File: src/rtl/opcode_sorter.sv
module opcode_sorter #(
  parameter logic [15:0] VEC_LIMIT = 16'o000100
) (
  input  logic        clk,
  input  logic        rst_n,
  input  logic        in_valid,
  input  logic [15:0] in_word,
  input  logic [15:0] in_addr,
  output logic        out_valid,
  output logic [2:0]  out_class,
  output logic [5:0]  out_op,
  output logic [2:0]  out_src_mode,
  output logic [2:0]  out_src_reg,
  output logic [2:0]  out_dst_mode,
  output logic [2:0]  out_dst_reg,
  output logic [2:0]  out_reg,
  output logic [15:0] out_offset,
  output logic [15:0] out_target,
  output logic [7:0]  out_code,
  output logic [1:0]  out_ext,
  output logic        out_vector
);
  localparam logic [2:0] C_NONE = 3'd0, C_ZERO = 3'd1, C_SINGLE = 3'd2, C_DOUBLE = 3'd3,
                         C_REGOP = 3'd4, C_BRANCH = 3'd5, C_TRAP = 3'd6, C_REGONLY = 3'd7;
  localparam logic [5:0] OP_NONE = 6'd63;

  function automatic logic [1:0] ext_of(input logic [5:0] spec);
    return (spec[5:4] == 2'b11 || (spec[5:4] == 2'b01 && spec[2:0] == 3'd7)) ? 2'd1 : 2'd0;
  endfunction

  logic [2:0]  c_class;
  logic [5:0]  c_op;
  logic [5:0]  c_src, c_dst;
  logic [2:0]  c_reg;
  logic [15:0] c_off, c_tgt;
  logic [7:0]  c_code;
  logic        c_vec, use_src, use_dst;

  assign c_vec = in_addr < VEC_LIMIT;

  always_comb begin
    c_class = C_NONE;
    c_op    = OP_NONE;
    c_src   = '0;
    c_dst   = '0;
    c_reg   = '0;
    c_off   = '0;
    c_tgt   = '0;
    c_code  = '0;
    use_src = 1'b0;
    use_dst = 1'b0;
    if (!c_vec) begin
      c_class = C_ZERO;
      unique case (in_word)
        16'o000000: c_op = 6'd0;
        16'o000001: c_op = 6'd1;
        16'o000002: c_op = 6'd2;
        16'o000003: c_op = 6'd3;
        16'o000004: c_op = 6'd4;
        16'o000005: c_op = 6'd5;
        16'o000006: c_op = 6'd6;
        16'o000240: c_op = 6'd7;
        16'o000241: c_op = 6'd8;
        16'o000242: c_op = 6'd9;
        16'o000244: c_op = 6'd10;
        16'o000250: c_op = 6'd11;
        16'o000257: c_op = 6'd12;
        16'o000261: c_op = 6'd13;
        16'o000262: c_op = 6'd14;
        16'o000264: c_op = 6'd15;
        16'o000270: c_op = 6'd16;
        16'o000277: c_op = 6'd17;
        default:    c_class = C_NONE;
      endcase
      if (c_class == C_NONE) begin
        if (in_word[15:9] == 7'o104) begin
          c_class = C_TRAP;
          c_op    = in_word[8] ? 6'd19 : 6'd18;
          c_code  = in_word[7:0];
        end else if (in_word[15:10] == 6'd0 && in_word[9:8] != 2'd0) begin
          c_class = C_BRANCH;
          c_op    = 6'd19 + {4'd0, in_word[9:8]};
          c_off   = {{8{in_word[7]}}, in_word[7:0]};
          c_tgt   = in_addr + 16'd2 + {c_off[14:0], 1'b0};
        end else if (in_word[15:3] == 13'o00020 || in_word[15:3] == 13'o07500) begin
          c_class = C_REGONLY;
          c_op    = in_word[14] ? 6'd24 : 6'd23;
          c_reg   = in_word[2:0];
        end else if (in_word[15:9] == 7'o004 || in_word[15:9] == 7'o070) begin
          c_class = C_REGOP;
          c_op    = in_word[13] ? 6'd26 : 6'd25;
          c_reg   = in_word[8:6];
          c_dst   = in_word[5:0];
          use_dst = 1'b1;
        end else if (in_word[15:6] == 10'o0001 || in_word[15:6] == 10'o0050 ||
                     in_word[15:6] == 10'o0052) begin
          c_class = C_SINGLE;
          c_op    = (in_word[15:6] == 10'o0001) ? 6'd27 : (in_word[7] ? 6'd29 : 6'd28);
          c_dst   = in_word[5:0];
          use_dst = 1'b1;
        end else if (in_word[15:12] == 4'd1 || in_word[15:12] == 4'd2) begin
          c_class = C_DOUBLE;
          c_op    = in_word[13] ? 6'd31 : 6'd30;
          c_src   = in_word[11:6];
          c_dst   = in_word[5:0];
          use_src = 1'b1;
          use_dst = 1'b1;
        end
      end
    end
  end

  always_ff @(posedge clk or negedge rst_n) begin
    if (!rst_n) begin
      out_valid <= 1'b0;
      out_class <= C_NONE;
      out_op    <= OP_NONE;
      {out_src_mode, out_src_reg, out_dst_mode, out_dst_reg} <= '0;
      out_reg    <= '0;
      out_offset <= '0;
      out_target <= '0;
      out_code   <= '0;
      out_ext    <= '0;
      out_vector <= 1'b0;
    end else begin
      out_valid <= in_valid;
      if (in_valid) begin
        out_class <= c_class;
        out_op    <= c_op;
        {out_src_mode, out_src_reg} <= c_src;
        {out_dst_mode, out_dst_reg} <= c_dst;
        out_reg    <= c_reg;
        out_offset <= c_off;
        out_target <= c_tgt;
        out_code   <= c_code;
        out_ext    <= (use_src ? ext_of(c_src) : 2'd0) + (use_dst ? ext_of(c_dst) : 2'd0);
        out_vector <= c_vec;
      end
    end
  end
endmodule

File: config.mk
export PLATFORM = sky130hd
export DESIGN_NAME = opcode_sorter
export DESIGN_NICKNAME = d
export VERILOG_FILES = /design/src/rtl/opcode_sorter.sv
export SDC_FILE = /design/constraint.sdc
export NUM_CORES = 1
export LEC_CHECK = 0
export BUFFER_PORTS_ARGS = -buffer_cell sky130_fd_sc_hd__buf_4
export CORE_MARGIN = 1.5
export CORE_UTILIZATION = 45
export CTS_CLUSTER_DIAMETER = 30
export DETAILED_ROUTE_END_ITERATION = 12
export PLACE_DENSITY = 0.74
export SETUP_SLACK_MARGIN = 0.1
export SLEW_MARGIN = 20
export SYNTH_ARGS = -nofsm -noshare
export SYNTH_HDL_FRONTEND = slang
export SYNTH_SLANG_ARGS = --single-unit
File: constraint.sdc
create_clock -name clk -period 2.3 [get_ports clk]
set_input_delay 0.345 -clock clk [delete_from_list [all_inputs] [get_ports clk]]
set_output_delay 0.345 -clock clk [all_outputs]
set_load 0.01 [all_outputs]
# == After elaboration in Yosys (flattened, before gate mapping) ==
# Cells that the tools add are included.
# totals
reg_bits,68
latchBits,0
mem_bits_rw,0
romBits,0
inputBits,35
output_inout_bits,68
elab_cells,143
n_memories,0
# classes
addsub,4
n_mul,0
div_mod_pow,0
n_lt_le_gt_ge,1
n_eq_ne,33
n_shift,0
n_mux,77
n_bitwise,0
reduce_logical,15
# op_table
operator,count
equality test 16 x 8 -> 1 bit (second input constant),11
2-to-1 mux 6 bit,24
2-to-1 mux 16 bit,8
one-hot mux 6 bit (18 select lines),1
equality test 16 x 3 -> 1 bit (second input constant),3
2-to-1 mux 3 bit,16
equality test 16 x 2 -> 1 bit (second input constant),2
2-to-1 mux 8 bit,3
2-to-1 mux 1 bit,23
equality test 10 x 6 -> 1 bit (second input constant),2
OR reduction 18 bit,1
adder 16 bit,1
adder 16 x 2 -> 16 bit (second input constant),1
equality test 16 x 1 -> 1 bit (second input constant),1
zero test 16 bit,1
less-than comparator 16 x 7 -> 1 bit (second input constant),1
equality test 13 x 12 -> 1 bit (second input constant),1
equality test 13 x 5 -> 1 bit (second input constant),1
equality test 10 x 1 -> 1 bit (second input constant),1
equality test 7 x 3 -> 1 bit (second input constant),1
equality test 7 x 6 -> 1 bit (second input constant),1
equality test 7 bit (second input constant),1
logical OR 1 bit,7
adder 5 x 2 -> 6 bit (first input constant),1
other kinds (12),17

# == Logic depth before layout (Yosys ltp) ==
# Gate-level depths: netlist (run 1).
# depth
depth_word,16
mapped_depth,13
depth_no_buf,11

# == Worst setup path after synthesis (run 1) ==
# OpenSTA, ideal clock, no wires.
# synth_path
path_kind,input-to-reg
startpoint,in in_word[12]
endpoint,reg out_ext[0]
setup_time_ps,125
t_arrival_ps,2507
required_time_ps,2175
slack_ps,-331
stages,9
path_buffers,1
path_cell_list,buf_4 -> or4b_4 -> a2111oi_4 -> nor2b_1 -> and2_1 -> nand3b_4 -> nor2_1 -> ha_1 -> mux2_2
# synth_between
elab_chain_len,16
elab_cells_between_ends,85
# synth_rtl
item,line,source
start: declaration,7,"input logic [15:0] in_word,"
"equality test 10 x 1 -> 1 bit, or another cell as far along",95,end else if (in_word[15:6] == 10'o0001 || in_word[15:6] == 10'o0050 ||
logical OR 1 bit (on tied branches),"95, 101",
logical OR 1 bit or 2-to-1 mux 6 bit (tied branches),"95, 101",
2-to-1 mux 6 bit,95,
2-to-1 mux 6 bit,89,end else if (in_word[15:9] == 7'o004 || in_word[15:9] == 7'o070) begin
2-to-1 mux 6 bit,85,end else if (in_word[15:3] == 13'o00020 || in_word[15:3] == 13'o07500) begin
2-to-1 mux 6 bit,80,end else if (in_word[15:10] == 6'd0 && in_word[9:8] != 2'd0) begin
2-to-1 mux 6 bit,76,if (in_word[15:9] == 7'o104) begin
2-to-1 mux 6 bit,75,if (c_class == C_NONE) begin
2-to-1 mux 6 bit,52,if (!c_vec) begin
equality test 3 bit or equality test 2 x 1 -> 1 bit (tied branches),28,return (spec[5:4] == 2'b11 || (spec[5:4] == 2'b01 && spec[2:0] == 3'd7)) ? 2'd1 : 2'd0;
logical AND 1 bit,28,
logical OR 1 bit,28,
2-to-1 mux 1 bit,28,
2-to-1 mux 1 bit,136,out_ext <= (use_src ? ext_of(c_src) : 2'd0) + (use_dst ? ext_of(c_dst) : 2'd0);
adder 1 x 1 -> 2 bit *,136,
end signal: assignment,136,
end: declaration,20,"output logic [1:0] out_ext,"
# Every way passes the cells marked *; elsewhere a longest branch is shown, timed or not. The select of a mux whose other input is x is not followed.
# A chain may end at the register's enable or synchronous reset.

# == Final worst setup path (run 1) ==
# Same ends and word-level chain as after synthesis.

==> results.md, run 1 <==
- Synth cell types: 70
- Number of flip-flops in the largest register: 16
- Vias in the first global route: 3509
- Hold Violations, Final: 0
- Clock-pin slew on the worst setup and hold paths: 0.08 ns
- Total congestion overflow: 0
- Clk_lat worst skew: 0.33 ns
- Slew HR: approximately half
- Worst min-delay path class: input port to async pin
- Vias per cell: 5.73
- Yosys top cell area share: 35.2%
- Clk buf depth: 2
- Peak VDD IR: 0.317 mV
- Ys Warns: 0
- Run status: finished clean
- Setup TNS: 0 ns
- CTS tree: built
- Number of synthesized register bits: 60
- Die height: 95.4 µm
- DRT Pass-1 Iters: 4
- Detailed Route Iter0 Violations: around 250
- Critical path type: input port to register
- Reg with most FFs: out_target
- Layout cell share with drive strength beyond 1: between 40% and 50%
- Syn Nets: ~440
- Pin count of the biggest net entering global routing: 61
- Routed via count: 3562
- CTS root buf: clkbuf_8
- Initial antenna violation count: 0
- Slew at the pin closest to its max-slew limit: 0.752 ns
- Number of CTS-inserted buffers: 9
- Cell count after synthesis: 374
- First-pass GRT wire length: 17000 µm
- Number of flops mapped to enable cells by yosys: 0
- ANT nets after route: 0
- Area grow syn2layout: 37.3%
- Reg-to-Reg End: out_op[0]
- Reg2reg setup slack: ~1.2 ns
- Tcrit/Tclk final: around nine tenths
- Core ar.: 0.00826 mm²
- I/O pins: roughly 100
- Initial Util: between 40% and 50%
- PortBufs: about 100
- Primary FF master, synth: dfrtp_1
- Synth async-reset ratio: 100%
- Pleak: 2.62 nW
- Final nets: 579
- Rows: 33
- Die area: approximately 0.0091 mm²
- CP Max Fanout: 2
- DP HPWL: about 8000 µm
- Synth area leaders: dfrtp_1, ha_1, a22o_1, dfstp_2, a21oi_1
- Synth cell count leaders: dfrtp_1, a22o_1, ha_1
- Total Wirelength: 10600 µm
- CTS Hold Buffers Added: 0
- Avg Cell Area, Syn: 10.3 µm²
- Wirelength per Cell: 17.0 µm
- Gr usage total: between 20 and 25%
- Total power divided by cell area: 512 mW/mm²
- Largest registers: out_target x16, out_code x8, out_offset x8
- CP endpoint kind: register
- Clock Sinks: 60
- Hold WS: 0.0532 ns
- Final WS setup: approximately 0.21 ns
- MaxCap Viol Count: 0
- Setup crit start kind: input port
- Slew Viols, Final: 0
- Fin crit period: 2.09 ns
- Seq/Total Area, Yosys: 39.3%
- Final setup fails: 0
- Post-synth top area cell: dfrtp_1
- R2R depth: 3
- Most common cell in the synthesized netlist: dfrtp_1
- Data required time of the critical path: 2.53 ns
- Critical R2R Launch: out_op[0]
- Maximum clock frequency: 0.479 GHz
- Setup Skew: 0 ns
- Final core occ: 63.9%
- CP arrival: 2.31 ns
- Die W: 95.4 µm
- CP Launch Point: in_word[12]
- Synthesized cell area: 0.00384 mm²
- CTS H-tree depth: 3
- RSZ-0062 raised after global routing: false
- Final GP Congestion: ~0.94
- DR DRC count: 0
- Ant diodes: 0
- Pre-CTS setup slack: -0.215 ns
## layer usage
metal / wire (µm) / track usage, % / part of all wire, % / up-vias
li1: - / - / - / 1688
met2: 4970 / 38.9 / 47 / 132
met1: 4750 / 32.9 / 45 / 1722
met4: 178 / 7.97 / 1.7 / 0
met3: 699 / 5.42 / 6.6 / 20
met5: 0 / 0 / 0 / -
## cells by family (layout without fill, tap and decap cells)
| logic type | after synthesis | count (layout) | synth area share, % |
|---|---|---|---|
| muxes | 3 | 3 | 0.847 |
| buffers and inverters | 44 | 187 | 5.60 |
| DFF | 60 | 60 | 39.3 |
| and+or+nand+nor | 93 | 93 | 14.9 |
| AOI/OAI and AO/OA | 128 | 128 | 25.6 |
| adders and majority gates | 32 | 32 | 10.6 |
| xor gates and xnor gates | 14 | 14 | 3.19 |
## power by group
part | switching, mW | internal [mW] | leakage [nW]
logic | 0.320 | 0.301 | 1.70
registers | 0.0135 | 1.08 | 0.810
clock network | 0.426 | 0.558 | 0.106
total | 0.760 | 1.94 | 2.62
## worst max-delay path, stage by stage
cell and delay [ns]:
buf_4 0.11, or4b_4 0.54, a2111oi_4 0.34, nor2b_2 0.09, and2_4 0.17, nand3b_4 0.15, nor2_1 0.09, ha_1 0.22
mux2_2 0.26
## placed cells by master (no fill, tap or decap), types with 6 or more instances in the layout
cell and count:
nand2_1 13, clkbuf_8 11, o21ai_0 15, or2_2 6
a21o_1 8, ha_1 29, dfrtp_1 54, nor2_1 18
xnor2_1 10, dfstp_2 6, a21oi_1 21, buf_4 158
nor3_1 9, inv_1 9, a22o_1 37
## how the worst max path moves through the flow
stage | cells past startpoint | end | slack [ns]
after global placement | 9 | out_ext[0] | -0.18
after detailed placement | 9 | out_ext[0] | -0.21
after global routing | 9 | out_target[15] | 0.12
after floorplan | 9 | out_ext[0] | -0.33
final | 9 | out_ext[0] | 0.21
after CTS | 9 | out_ext[0] | 0.15
## layout make-up
cell class	instances	area, µm²
sequential	60	1510
clock buffer	12	155
timing repair buffer	159	1210
multi-input combinational	270	2180
inverter	12	47.5
fill	701	2980
clock inverter	4	48.8
tap	105	131
## per-stage QoR
stage	std cells	cell area [µm²]	power, mW
final	622	5270	2.70
after global routing	622	5270	2.83
after CTS	622	5270	2.71
after detailed placement	606	5060	1.73
after global placement	606	5060	1.72
after floorplan	374	3940	1.47
## timing repair
item,CTS,global route
endpoints found under the hold margin,0,0
setup buffers,0,0
setup endpoints to repair,0,1
resized for setup,0,2
No activity file was read; power rests on OpenSTA's default activity.
==> inputs of run 2 (changes only) <==
--- a/config.mk
+++ b/config.mk
@@ -5,12 +5,12 @@
 export SDC_FILE = /design/constraint.sdc
 export NUM_CORES = 1
 export LEC_CHECK = 0
-export BUFFER_PORTS_ARGS = -buffer_cell sky130_fd_sc_hd__buf_4
 export CORE_MARGIN = 1.5
 export CORE_UTILIZATION = 45
 export CTS_CLUSTER_DIAMETER = 30
 export DETAILED_ROUTE_END_ITERATION = 12
-export PLACE_DENSITY = 0.74
+export DONT_BUFFER_PORTS = 1
+export PLACE_DENSITY = 0.64
 export SETUP_SLACK_MARGIN = 0.1
 export SLEW_MARGIN = 20
 export SYNTH_ARGS = -nofsm -noshare
==> run 2 against run 1 <==
Non-clock buffer count decreased by 139. Clock skew did not move. Wire length down 5.5%. Total power shrank 6.2%. First-iteration DRC count shrank 32%. Design area shrank 20%. Sequential cell count stayed put. Critical path depth shrank 1. Core utilization down 13 points. Sequential power barely moved. Count of clock-buffer cells in the layout shrank 2. Hold slack worse by 0.014 ns.
==> results.md, run 2 (synthesis gave the netlist of run 1 again) <==
- Sw Share: 26.1% (-2.0 points)
- Int Pwr: 1.87 mW (-3.5%)
- Routed via count: 2963 (-17%)
- Slew HR: 42.9% (-7.0 points)
- Slew at the pin closest to its max-slew limit: 0.856 ns (+0.105 ns)
- Largest registers: out_target x16, out_code x8, out_offset x8
- Gr usage total: 22.9% (-1.5 points)
- Final GP Congestion: 0.869 (-7.3%)
- Area grow syn2layout: 10.2%
- Ant diodes: 0 (unchanged)
- DR DRC count: 0 (unchanged)
- Initial antenna violation count: 0 (unchanged)
- Commonest non-fill, non-tap cell in the layout: dfrtp_1
- Clock-pin slew on the worst setup and hold paths: 0.07 ns (about the same)
- Run status: finished clean
- Post-CTS Repair Setup Buffers: 0 (unchanged)
- Crit path max-delay family: simple AND/OR/NAND/NOR gates
- Fin crit period: 2.04 ns (-0.0461 ns)
- RSZ-0062 raised after global routing: false
- ANT nets after route: 0 (unchanged)
- Reg2reg setup slack: 1.09 ns (-0.10 ns)
- CP arrival: 2.27 ns (-0.04 ns)
- Clk pwr share: 40.1% (+3.6 points)
- Total Power: 2.53 mW (-6.2%)
- Tcrit/Tclk final: 88.8% (-2.0 points)
- Die height: 95.4 µm (unchanged)
- MaxCap Viol Count: 0 (unchanged)
- Met2 routed WL: 4690 µm (-5.7%)
- Number of CTS-inserted buffers: 9 (unchanged)
- Core ar.: 0.00826 mm² (unchanged)
- Die area: 0.00910 mm² (unchanged)
- Detailed Route Iter0 Violations: 167 (-32%)
- Clk buf depth: 2 (unchanged)
- Wl on met1: 4520 µm (-5.0%)
- Combinational fraction of design power: 16.1% (-6.9 points)
- Worst min-delay path class: input port to register
- Clk_lat worst skew: 0.33 ns (about the same)
- Slew Viols, Final: 0 (unchanged)
- DP HPWL: 7130 µm (-11%)
- Layout cell share with drive strength beyond 1: 19.1% (-22 points)
- Critical R2R Launch: out_offset[14]
- Number of flip-flops in the largest register: 16 (unchanged)
- Most frequent cells in the layout: dfrtp_1, a22o_1, ha_1, a21oi_1
- Peak VDD IR: 0.400 mV (+26%)
- Total power divided by cell area: 598 mW/mm² (+17%)
- Vias in the first global route: 2887 (-18%)
- First-pass GRT wire length: 15500 µm (-8.8%)
- Top sig layer: met4
- CTS root buf: clkbuf_8
- Sequential share of power: 43.7% (+3.2 points)
- PortBufs: 0 (-100%)
- Hold_sp: in_valid
- Critical Path, Cell by Cell: or4b_4, a2111oi_4, nor2b_1, and2_4, nand3b_4, nor2_1, ha_1, mux2_2
- Hold Violations, Final: 0 (unchanged)
- Setup Skew: 0 ns (unchanged)
- CP Max Fanout: 10 (+8)
- Total congestion overflow: 0 (unchanged)
- Maximum clock frequency: 0.490 GHz (+2.3%)
- Rows: 33 (unchanged)
- CP endpoint kind: register
- WHS Endpoint: out_valid
- WP buf/inv: 0 (-1)
- Critical path type: input port to register
- Final nets: 440 (-24%)
- Pin count of the biggest net entering global routing: 61 (unchanged)
- Reg with most FFs: out_target
- Final setup fails: 0 (unchanged)
- Min-Delay Path Depth: 0
- Setup crit start kind: input port
- Reg-to-Reg End: out_offset[14]
- Die W: 95.4 µm (unchanged)
- I/O pins: 103 (unchanged)
- DRT Pass-1 Iters: 4 (unchanged)
- Data required time of the critical path: 2.52 ns (about the same)
- Clock Sinks: 60 (unchanged)
- CTS H-tree depth: 3 (unchanged)
- Met3 wire length: 744 µm (+6.4%)
- Pleak: 1.90 nW (-27%)
- R2R depth: 1 (-2)
- Max incr delay on CP: 0.53 ns (about the same)
- Initial Util: 46.5% (unchanged)
- CTS tree: built
- Net Sw Power: 661 µW (-13%)
- Hold WS: 0.0395 ns (-0.0137 ns)
- Critical path's slowest cell: or4b_4
- Wirelength per Cell: 20.8 µm (+22%)
- Total Wirelength: 10000 µm (-5.5%)
- Vias per cell: 6.15 (+7.3%)
-- run 2: cell types whose count changed in the layout (fill, tap and decap cells not counted), sizes merged --
cell	change
clkinvlp	+1
bufinv	+1
buf	-140
clkbuf	-2
clkinv	-1
dlygate4sd3	+1
-- run 2: final cells by class --
type / count / area (µm²)
inverter: 12 / 47.5
multi-input combinational: 270 / 2170
clock inverter: 5 / 77.6
sequential: 60 / 1510
timing repair buffer: 20 / 173
fill: 755 / 4030
tap: 105 / 131
clock buffer: 10 / 128
-- run 2: stage by stage --
step           cells  worst slack, ns  setup TNS [ns]  instance area [µm²]  utilization (%)
2_1_floorplan    374           -0.325          -0.440                 3940                -
3_3_place_gp     465          -0.0819         -0.0819                 3990             48.3
3_5_place_dp     465          -0.0907          -0.101                 3990             48.3
4_1_cts          482            0.277               0                 4230             51.3
5_1_grt          482            0.141               0                 4230             51.3
6_report         482            0.258               0                 4230             51.3
-- run 2: power groups by stage --
stage	Sequential (mW)	Clock [mW]	Combinational, mW
3_5_place_dp	1.13	0	0.378
4_1_cts	1.11	1.05	0.410
2_1_floorplan	1.12	0	0.350
5_1_grt	1.11	1.09	0.457
6_report	1.11	1.02	0.408
3_3_place_gp	1.13	0	0.369
-- run 2: per-layer routing --
metal / global-route usage, % / vias up
met2: 36.0 / 102
met5: 0 / -
met1: 30.2 / 1447
met3: 7.26 / 7
li1: - / 1407
met4: 6.62 / 0
-- run 2: worst max path at each step --
stage / slack, ns / depth (start not counted) / from / to
after floorplan: -0.33 / 9 / in_word[12] / out_ext[0]
after global placement: -0.08 / 8 / in_word[12] / out_ext[0]
after detailed placement: -0.09 / 8 / in_word[12] / out_ext[0]
after CTS: 0.28 / 8 / in_word[12] / out_ext[0]
after global routing: 0.14 / 10 / in_word[8] / out_ext[0]
final: 0.26 / 8 / in_word[12] / out_ext[0]
-- run 2: what timing repair did --
item	CTS	global route
hold buffers	2	0
hold endpoints to repair	60	0
resized for setup	0	0
==> inputs of run 3 (changes only) <==
--- a/config.mk
+++ b/config.mk
@@ -6,11 +6,11 @@
 export NUM_CORES = 1
 export LEC_CHECK = 0
 export CORE_MARGIN = 1.5
-export CORE_UTILIZATION = 45
+export CORE_UTILIZATION = 40
 export CTS_CLUSTER_DIAMETER = 30
 export DETAILED_ROUTE_END_ITERATION = 12
 export DONT_BUFFER_PORTS = 1
-export PLACE_DENSITY = 0.64
+export PLACE_DENSITY = 0.58
 export SETUP_SLACK_MARGIN = 0.1
 export SLEW_MARGIN = 20
 export SYNTH_ARGS = -nofsm -noshare
==> run 3 against run 2 <==
Global-route usage shrank 2.4 points. First-iteration DRC count is 14% lower. Total power shrank 6.0%. Clock skew is the same. Cell count up 5.0%. Design area is essentially flat. Hold slack got worse by 0.00080 ns. Clock power shrank 15%. Core utilization decreased by 5.6 points. Critical path depth stayed put. Combinational power about the same. Worst setup slack worse by 0.0034 ns. Largest power group unchanged.
==> results.md, run 3 (synthesis gave the netlist of run 1 again) <==
- Rows: 35 (+6.1%)
- Min-Delay Path Depth: 0 (unchanged)
- CP endpoint kind: register
- CTS root buf: clkbuf_8
- Worst min-delay path class: input port to register
- Run status: finished clean
- Die area: 0.0102 mm² (+12%)
- R2R depth: 1 (unchanged)
- WHS Endpoint: out_valid
- Routed via count: 3014 (+1.7%)
- Tcrit/Tclk final: 88.9% (+0.15 points)
- Largest registers: out_target x16, out_code x8, out_offset x8
- Clk pwr share: 36.4% (-3.7 points)
- Slew Viols, Final: 0 (unchanged)
- Gr usage total: 20.5% (-2.4 points)
- Pin count of the biggest net entering global routing: 61 (unchanged)
- Sw Share: 27.9% (+1.8 points)
- Clk buf depth: 2 (unchanged)
- Wirelength per Cell: 20.2 µm (-2.8%)
- Total congestion overflow: 0 (unchanged)
- Detailed Route Iter0 Violations: 144 (-14%)
- Total Wirelength: 10200 µm (+2.0%)
- Critical R2R Launch: out_offset[14]
- DRT Pass-1 Iters: 4 (unchanged)
- Vias in the first global route: 3005 (+4.1%)
- Total Power: 2.38 mW (-6.0%)
- Peak VDD IR: 0.260 mV (-35%)
- Core ar.: 0.00928 mm² (+12%)
- Layout cell share with drive strength beyond 1: 19.4% (+0.27 points)
- Final setup fails: 0 (unchanged)
- DR DRC count: 0 (unchanged)
- Slew HR: 43.1% (+0.15 points)
- Clk_lat worst skew: 0.34 ns (about the same)
- Setup Skew: 0 ns (unchanged)
- CP arrival: 2.26 ns (about the same)
- Sequential share of power: 46.5% (+2.8 points)
- Pleak: 1.89 nW (-0.53%)
- DP HPWL: 7230 µm (+1.4%)
- Clock Sinks: 60 (unchanged)
- Hold Violations, Final: 0 (unchanged)
- Vias per cell: 5.96 (-3.1%)
- RSZ-0062 raised after global routing: false
- Reg with most FFs: out_target
- CTS H-tree depth: 3 (unchanged)
- Fin crit period: 2.05 ns (+0.00345 ns)
- Clock-pin slew on the worst setup and hold paths: 0.06 ns (about the same)
- WP buf/inv: 0 (unchanged)
- Ant diodes: 0 (unchanged)
- First-pass GRT wire length: 15900 µm (+3.0%)
- Hold WS: 0.0387 ns (-0.000802 ns)
- Total power divided by cell area: 562 mW/mm² (-6.0%)
- Initial antenna violation count: 0 (unchanged)
- Final nets: 439 (-0.23%)
- Crit path max-delay family: simple AND/OR/NAND/NOR gates
- Final GP Congestion: 0.863 (-0.70%)
- Maximum clock frequency: 0.489 GHz (-0.17%)
- Commonest non-fill, non-tap cell in the layout: dfrtp_1
- I/O pins: 103 (unchanged)
- Combinational fraction of design power: 17.1% (+1.0 points)
- Max incr delay on CP: 0.54 ns (about the same)
- Int Pwr: 1.72 mW (-8.3%)
- Die height: 101 µm (+5.9%)
- CTS tree: built
- MaxCap Viol Count: 0 (unchanged)
- ANT nets after route: 0 (unchanged)
- Critical Path, Cell by Cell: or4b_4, a2111oi_4, nor2b_1, and2_4, nand3b_4, nor2_1, ha_1, mux2_2
- Reg2reg setup slack: 1.08 ns (about the same)
- Die W: 101 µm (+5.9%)
- Hold_sp: in_valid
- Final WS setup: 0.255 ns (-0.00345 ns)
- Pre-CTS setup slack: -0.0868 ns (+0.00387 ns)
- Setup crit start kind: input port
- Area grow syn2layout: 10.3% (about the same)
- Net Sw Power: 665 µW (+0.59%)
- Number of CTS-inserted buffers: 9 (unchanged)
- Slew at the pin closest to its max-slew limit: 0.854 ns (-0.00218 ns)
- Reg-to-Reg End: out_offset[14]
- Data required time of the critical path: 2.52 ns (about the same)
- Most frequent cells in the layout: dfrtp_1, a22o_1, ha_1, a21oi_1, nor2_1
- PortBufs: 0 (unchanged)
- CP Max Fanout: 10 (unchanged)
- Number of flip-flops in the largest register: 16 (unchanged)
- Critical path's slowest cell: or4b_4
- Initial Util: 41.4% (-5.1 points)
- Critical path type: input port to register
## run 3: cell count changes in the layout (fill, tap and decap cells not counted), sizes merged
cell	before	now
buf	19	18
bufinv	2	0
clkbuf	10	12
clkinv	2	4
clkinvlp	1	0
## run 3: metal layers
layer,part of all wire [%],GRT usage [%],vias up
li1,-,-,1414
met1,47,28.3,1456
met2,43,30.2,125
met3,8.2,6.17,19
met4,2.1,7.80,0
met5,0,0,-
## run 3: worst max-delay path by stage
stage / to / startpoint / cells after the start
after floorplan: out_ext[0] / in_word[12] / 9
final: out_ext[0] / in_word[12] / 8
after CTS: out_ext[0] / in_word[12] / 8
after detailed placement: out_ext[0] / in_word[12] / 8
after global placement: out_ext[0] / in_word[12] / 8
after global routing: out_ext[0] / in_word[12] / 8
## run 3: through the flow
stage,util (%),setup TNS [ns],cells,cell area [µm²]
after floorplan,-,-0.440,374,3940
after global placement,43.2,-0.0700,488,4010
after detailed placement,43.2,-0.0868,488,4010
after CTS,45.6,0,506,4230
after global routing,45.6,0,506,4240
final,45.6,0,506,4240
## run 3: power by group through the flow
stage / logic, mW / clock network (mW) / registers [mW]
2_1_floorplan: 0.350 / 0 / 1.12
3_3_place_gp: 0.372 / 0 / 1.13
3_5_place_dp: 0.376 / 0 / 1.13
4_1_cts: 0.410 / 0.894 / 1.11
5_1_grt: 0.460 / 0.941 / 1.11
6_report: 0.406 / 0.866 / 1.11
## run 3: cell type report
cell class | instances | area (µm²)
multi-input combinational | 270 | 2170
clock inverter | 4 | 23.8
clock buffer | 12 | 155
fill | 881 | 5050
sequential | 60 | 1510
inverter | 12 | 47.5
timing repair buffer | 19 | 165
tap | 129 | 161
## run 3: what timing repair did
| action | in CTS | in global routing |
|---|---|---|
| setup buffers | 0 | 0 |
| hold buffers | 2 | 0 |
| gates resized for setup | 0 | 1 |
| endpoints found under the setup margin | 0 | 1 |
| hold endpoints to repair | 60 | 0 |
